## config.mk

```make
export PLATFORM = sky130hd
export DESIGN_NAME = act_span_timer
export DESIGN_NICKNAME = d
export VERILOG_FILES = /design/src/rtl/span_pkg.sv /design/src/rtl/span_prescale.sv /design/src/rtl/span_count.sv /design/src/rtl/span_regs.sv /design/src/rtl/act_span_timer.sv
export SDC_FILE = /design/constraint.sdc
export NUM_CORES = 1
export LEC_CHECK = 0
export ABC_AREA = 1
export ABC_CLOCK_PERIOD_IN_PS = 2740
export BUFFER_PORTS_ARGS = -buffer_cell sky130_fd_sc_hd__buf_2
export CAP_MARGIN = 30
export CORE_ASPECT_RATIO = 1.25
export CORE_MARGIN = 4
export CORE_UTILIZATION = 45
export CTS_CLUSTER_DIAMETER = 30
export DETAILED_ROUTE_END_ITERATION = 16
export PLACE_DENSITY = 0.68
export SLEW_MARGIN = 20
export SYNTH_ARGS = -nofsm -noshare
export SYNTH_HDL_FRONTEND = slang
export SYNTH_HIERARCHICAL = 1
export SYNTH_SLANG_ARGS = --single-unit
```

## constraint.sdc

```tcl
create_clock -name clk -period 2.74 [get_ports clk]
set_input_delay 0.411 -clock clk [delete_from_list [all_inputs] [get_ports clk]]
set_output_delay 0.411 -clock clk [all_outputs]
set_load 0.05 [all_outputs]
```

## src/rtl/span_pkg.sv

```systemverilog
package span_pkg;
  localparam logic [7:0] ADDR_MODE = 8'h64;
  localparam logic [7:0] ADDR_LO   = 8'h65;
  localparam logic [7:0] ADDR_HI   = 8'h66;
  localparam logic [7:0] ADDR_CLR  = 8'h67;
  localparam int         SLOW_BIT  = 5;
endpackage

```

## src/rtl/span_prescale.sv

```systemverilog
module span_prescale #(
  parameter int PRE_W = 8
) (
  input  logic clk,
  input  logic rst,
  input  logic clr_i,
  input  logic slow_i,
  input  logic act_i,
  input  logic tick_i,
  output logic step_o
);
  logic [PRE_W-1:0] pre_q;
  logic             qual;

  assign qual   = act_i & tick_i;
  assign step_o = qual & (~slow_i | (pre_q == '1));

  always_ff @(posedge clk) begin
    if (rst || clr_i)        pre_q <= '0;
    else if (qual && slow_i) pre_q <= pre_q + 1'b1;
  end


  pre_idle_chk: assert property (@(posedge clk) disable iff (rst)
    !slow_i |-> pre_q == '0);
endmodule

```

## src/rtl/span_count.sv

```systemverilog
module span_count #(
  parameter int CNT_W = 16
) (
  input  logic             clk,
  input  logic             rst,
  input  logic             clr_i,
  input  logic             step_i,
  output logic [CNT_W-1:0] cnt_o,
  output logic             slow_o
);
  logic [CNT_W-1:0] cnt_q;
  logic             slow_q;
  logic             wrap;

  assign wrap = step_i && (cnt_q == '1);

  always_ff @(posedge clk) begin
    if (rst || clr_i) begin
      cnt_q  <= '0;
      slow_q <= 1'b0;
    end else if (step_i) begin
      cnt_q <= cnt_q + 1'b1;
      if (wrap) slow_q <= ~slow_q;
    end
  end

  assign cnt_o  = cnt_q;
  assign slow_o = slow_q;


  hold_chk: assert property (@(posedge clk) disable iff (rst)
    (!clr_i && !step_i) |=> $stable(cnt_q));

  step_chk: assert property (@(posedge clk) disable iff (rst)
    (!clr_i && step_i) |=> cnt_q == $past(cnt_q) + 1'b1);

  clr_chk: assert property (@(posedge clk) disable iff (rst)
    clr_i |=> (cnt_q == '0 && !slow_q));

  flag_chk: assert property (@(posedge clk) disable iff (rst)
    (!clr_i && !(step_i && cnt_q == '1)) |=> $stable(slow_q));
endmodule

```

## src/rtl/span_regs.sv

```systemverilog
module span_regs #(
  parameter int CNT_W = 16
) (
  input  logic             clk,
  input  logic             rst,
  input  logic [7:0]       addr_i,
  input  logic             wr_i,
  input  logic             rd_i,
  input  logic [CNT_W-1:0] cnt_i,
  input  logic             slow_i,
  output logic             clr_o,
  output logic [7:0]       rdata_o
);
  import span_pkg::*;

  logic [15:0] cnt_ext;
  logic [7:0]  shadow_q;
  logic [7:0]  rdata_q;
  logic [7:0]  mode_byte;

  assign cnt_ext   = 16'(cnt_i);
  assign clr_o     = wr_i && (addr_i == ADDR_CLR);
  assign mode_byte = 8'(slow_i) << SLOW_BIT;

  always_ff @(posedge clk) begin
    if (rst || clr_o)                  shadow_q <= '0;
    else if (rd_i && addr_i == ADDR_LO) shadow_q <= cnt_ext[15:8];
  end

  always_ff @(posedge clk) begin
    if (rst) rdata_q <= '0;
    else if (rd_i) begin
      case (addr_i)
        ADDR_MODE: rdata_q <= mode_byte;
        ADDR_LO:   rdata_q <= cnt_ext[7:0];
        ADDR_HI:   rdata_q <= shadow_q;
        default:   rdata_q <= '0;
      endcase
    end
  end

  assign rdata_o = rdata_q;


  rd_hold_chk: assert property (@(posedge clk) disable iff (rst)
    !rd_i |=> $stable(rdata_q));
endmodule

```

## src/rtl/act_span_timer.sv

```systemverilog
module act_span_timer #(
  parameter int CNT_W = 16,
  parameter int PRE_W = 8
) (
  input  logic       clk,
  input  logic       rst,
  input  logic       act_i,
  input  logic       tick_i,
  input  logic [7:0] addr_i,
  input  logic       wr_i,
  input  logic [7:0] wdata_i,
  input  logic       rd_i,
  output logic [7:0] rdata_o
);
  logic             clr;
  logic             slow;
  logic             step;
  logic [CNT_W-1:0] cnt;
  logic [7:0]       wdata_unused;

  assign wdata_unused = wdata_i;

  span_prescale #(.PRE_W(PRE_W)) u_pre (
    .clk(clk), .rst(rst), .clr_i(clr), .slow_i(slow),
    .act_i(act_i), .tick_i(tick_i), .step_o(step)
  );

  span_count #(.CNT_W(CNT_W)) u_cnt (
    .clk(clk), .rst(rst), .clr_i(clr), .step_i(step),
    .cnt_o(cnt), .slow_o(slow)
  );

  span_regs #(.CNT_W(CNT_W)) u_regs (
    .clk(clk), .rst(rst), .addr_i(addr_i), .wr_i(wr_i), .rd_i(rd_i),
    .cnt_i(cnt), .slow_i(slow), .clr_o(clr), .rdata_o(rdata_o)
  );
endmodule

```

==> impl_results.rst <==
.. list-table::
   :header-rows: 1

   * - Metric
     - Value
   * - Run status
     - completed
   * - Total power consumption of the routed design
     - 0.00116 W
   * - Initial drt markers
     - 146
   * - Synth Area in Adders
     - 1.15%
   * - Final Max Slew Viols
     - 0
   * - Pre-CTS setup slack
     - 0.641 ns
   * - Full die area
     - 0.00604 mm2
   * - Setup repair after global routing missed its margin
     - no
   * - Via density per instance
     - 4.91
   * - Effective utilization at floorplan
     - 46.2%
   * - Clock Latency Late Sink
     - 0.29 ns
   * - Top-level port count
     - 30
   * - Longest individual stage delay on the worst path
     - 0.40 ns
   * - Multi-input gate area in the final layout
     - 0.00122 mm2
   * - Final Hold Violating Endpoints
     - 0
   * - Fin area
     - 0.00246 mm2
   * - Power Dens Cells
     - 472 mW/mm2
   * - Synthesized area
     - 0.00218 mm2
   * - Layout cell share with drive strength beyond 1
     - 23.3%
   * - Signal arrival time at the worst endpoint
     - 2.29 ns
   * - Sequential cell area fraction in the yosys report
     - 37.6%
   * - Number of warnings printed during yosys synthesis
     - 6
   * - Detailed-placement wirelength estimate
     - 3310 um
   * - Clock Root Buffer
     - sky130_fd_sc_hd__clkbuf_8
   * - Longest Clk Path Bufs
     - 2
   * - Nets
     - 349
   * - Standard cell area after detailed placement
     - 0.00235 mm2
   * - Cts hold-fix bufs
     - 0
   * - Multiplexer share of the synthesized area
     - 0%
   * - Final total negative setup slack
     - 0 ns
   * - Maximum clock rate
     - 475 MHz
   * - Crit Path Max Fanout
     - 5
   * - Fill cell total of the finished layout
     - 476
   * - Count of clock tree sinks
     - 41
   * - Overall routing resource usage
     - 15.7%
   * - Simple-gate share of the synthesized area
     - 42.3%
   * - TritonCTS clock tree
     - done
   * - Number of nets still failing antenna checks after routing
     - 0
   * - Cell at the slowest stage of the critical path
     - sky130_fd_sc_hd__dfxtp_1
   * - Required time worst endpoint
     - 2.92 ns
   * - Nets in the synthesized netlist
     - 324
   * - Post-CTS repair timing setup buffer count
     - 0
   * - Total congestion overflow after global routing
     - 0
   * - Port bufs
     - 21
   * - Transition time at the pin with the least slew margin
     - 0.414 ns
   * - FP Rows
     - 28
   * - Area fraction in compound gates after synthesis
     - 11.5%
   * - Synthesized area divided by synthesized cell count
     - 7.28 um2
   * - Post_cts resized
     - 0
   * - Total clock buffers created by CTS
     - 5
   * - Die Width
     - 70.3 um
   * - Synth unique cells
     - 31
   * - Pin count of the biggest net entering global routing
     - 20
   * - Combinational family with the most area after synthesis
     - simple AND/OR/NAND/NOR gates
   * - Routed WL
     - 4340 um
   * - Area grow syn2layout
     - 12.8%
   * - IR drop worst, VDD
     - 270 uV
   * - Diodes inserted
     - 0
   * - Xor/xnor cell area share of the yosys netlist
     - 1.20%
   * - Storage element area
     - 821 um2
   * - Number of register bits inferred by synthesis
     - 41
   * - Die Height
     - 85.9 um
   * - Via count of the first global-routing pass
     - 1832
   * - Routability cong.
     - 0.812
   * - Layout Skew
     - 0.00398 ns
   * - Leak Pwr
     - 1.02 nW
   * - Maximum Capacitance Violations
     - 0
   * - Via count of the routed design
     - 1895
   * - Initial antenna violation count
     - 0
   * - Min-delay worst type
     - primary input to flip-flop
   * - DRT Pass-1 Iters
     - 5
   * - Type of element capturing the critical path
     - flip-flop
   * - DR WL/cell
     - 11.2 um
   * - Number of setup violations in the final report
     - 0
   * - Final worst-path cycle share
     - 76.8%
   * - Tightest slew margin relative to the limit
     - 72.4%
   * - Worst-path cell chain
     - ha_1 > inv_1 > nor2_1 > nand4_1 > a21oi_1 > nand3_1 > nor2_2 > nand2_2 > xor2_1 > nor2_1
   * - Core region area
     - 0.00473 mm2
   * - Number of standard cells after synthesis
     - 300
   * - Register clock-pin slew on the reported worst setup and hold paths
     - 0.08 ns
   * - Classification of the worst setup path
     - flip-flop to flip-flop
   * - Shortest period the worst path allows
     - 2.10 ns
   * - Remaining DRCs
     - 0
   * - Cell with the most instances on the worst path
     - sky130_fd_sc_hd__nor2_1
   * - Least setup slack across all paths after layout
     - 0.636 ns
   * - Critical Path Start Type
     - flip-flop
   * - Wire length of the first global-routing pass
     - 7850 um
   * - H-Tree Depth
     - 2
   * - Final core utilization
     - 52.1%
-- metal layers --
layer	track usage (%)	routed length (um)	up-vias
li1	-	-	1013
met1	18.7	1960	842
met2	27.6	2100	34
met5	0	0	-
met3	3.05	202	6
met4	6.27	71	0
-- final cells by class --
| type | count | area share (%) |
|---|---|---|
| inverter | 29 | 4.62 |
| sequential | 41 | 33.3 |
| tap | 60 | 3.05 |
| multi-input combinational | 226 | 49.7 |
| timing repair buffer | 22 | 4.57 |
| clock buffer | 7 | 3.50 |
| clock inverter | 1 | 1.22 |
-- cell families after synthesis --
group / Yosys count
compound gates: 40
xor+xnor: 3
fa+ha+maj: 2
buf+inv: 33
flops: 41
simple gates: 181
-- through the flow --
stage               hold WS (ns)  instances
floorplan                  0.449        300
global placement           0.453        378
detailed placement         0.455        378
CTS                        0.448        386
global route               0.466        386
finish                     0.445        386
-- registers in the layout, indices dropped and copies added (netlist names) --
name,count
u_pre/pre_q,8
u_cnt/cnt_o,16
u_regs/shadow_q,8
u_regs/rdata_o,8
u_cnt/slow_o,1
-- cells in the mapped netlist --
master                      n  area, um2
sky130_fd_sc_hd__inv_2      1       3.75
sky130_fd_sc_hd__xor2_1     3       26.3
sky130_fd_sc_hd__nand2_4    1       11.3
sky130_fd_sc_hd__o21a_1     1       7.51
sky130_fd_sc_hd__nand4_1    3       18.8
sky130_fd_sc_hd__o21ai_0    5       25.0
sky130_fd_sc_hd__nor2_8     3       60.1
sky130_fd_sc_hd__buf_6      1       11.3
sky130_fd_sc_hd__nor3_1     3       15.0
sky130_fd_sc_hd__dfxtp_1   41        821
sky130_fd_sc_hd__nand3_2    3       30.0
sky130_fd_sc_hd__a21oi_1   23        115
sky130_fd_sc_hd__nor2_1    33        124
sky130_fd_sc_hd__o21bai_4   1       18.8
sky130_fd_sc_hd__o21bai_1   1       7.51
sky130_fd_sc_hd__nand2_2   16        100
sky130_fd_sc_hd__a31oi_1    1       6.26
sky130_fd_sc_hd__nand2_1   75        282
sky130_fd_sc_hd__clkinv_4   1       8.76
sky130_fd_sc_hd__a21oi_2    8       70.1
sky130_fd_sc_hd__nor2_2     7       43.8
sky130_fd_sc_hd__buf_2      2       10.0
sky130_fd_sc_hd__nand3_4    2       35.0
sky130_fd_sc_hd__ha_1       2       25.0
sky130_fd_sc_hd__and2_0     1       6.26
sky130_fd_sc_hd__nand4_2    1       12.5
sky130_fd_sc_hd__and3_1     1       6.26
sky130_fd_sc_hd__buf_1      1       3.75
sky130_fd_sc_hd__nand3_1   29        145
sky130_fd_sc_hd__nor2_4     3       33.8
sky130_fd_sc_hd__inv_1     27        101
-- layout by cell type (no fill, tap or decap), types with 6 or more instances in the layout --
cell,count
sky130_fd_sc_hd__a21oi_2,8
sky130_fd_sc_hd__nand2_1,75
sky130_fd_sc_hd__nor2_1,33
sky130_fd_sc_hd__buf_2,21
sky130_fd_sc_hd__dfxtp_1,41
sky130_fd_sc_hd__a21oi_1,23
sky130_fd_sc_hd__nor2_2,7
sky130_fd_sc_hd__clkbuf_8,6
sky130_fd_sc_hd__nand2_2,16
sky130_fd_sc_hd__nand3_1,29
sky130_fd_sc_hd__inv_1,27
-- worst paths after layout --
| kind | start | to | slack (ns) | cells after the start |
|---|---|---|---|---|
| max | u_pre/pre_q[0] | u_cnt/cnt_o[10] | 0.64 | 10 |
| min | rst | u_regs/rdata_o[0] | 0.44 | 2 |
| max reg2reg | u_pre/pre_q[0] | u_cnt/cnt_o[10] | 0.64 | 10 |
| min reg2reg | u_regs/rdata_o[2] | u_regs/rdata_o[2] | 0.47 | 2 |
-- power breakdown --
group          internal [W]  switching (W)  total [W]  leakage [nW]
registers          0.000597     0.00000196   0.000599         0.330
logic             0.0000199      0.0000423  0.0000622         0.631
clock network      0.000297       0.000204   0.000501        0.0585
-- worst max-delay path: cells and delay by family (launching register included) --
family,cells,cell delay [ns]
AOI/OAI and AO/OA,1,0.36
xor gates and xnor gates,1,0.14
adders and majority gates,1,0.21
buffers and inverters,1,0.07
DFF,1,0.40
and+or+nand+nor,6,0.83
(Power assumes the default switching activity.)
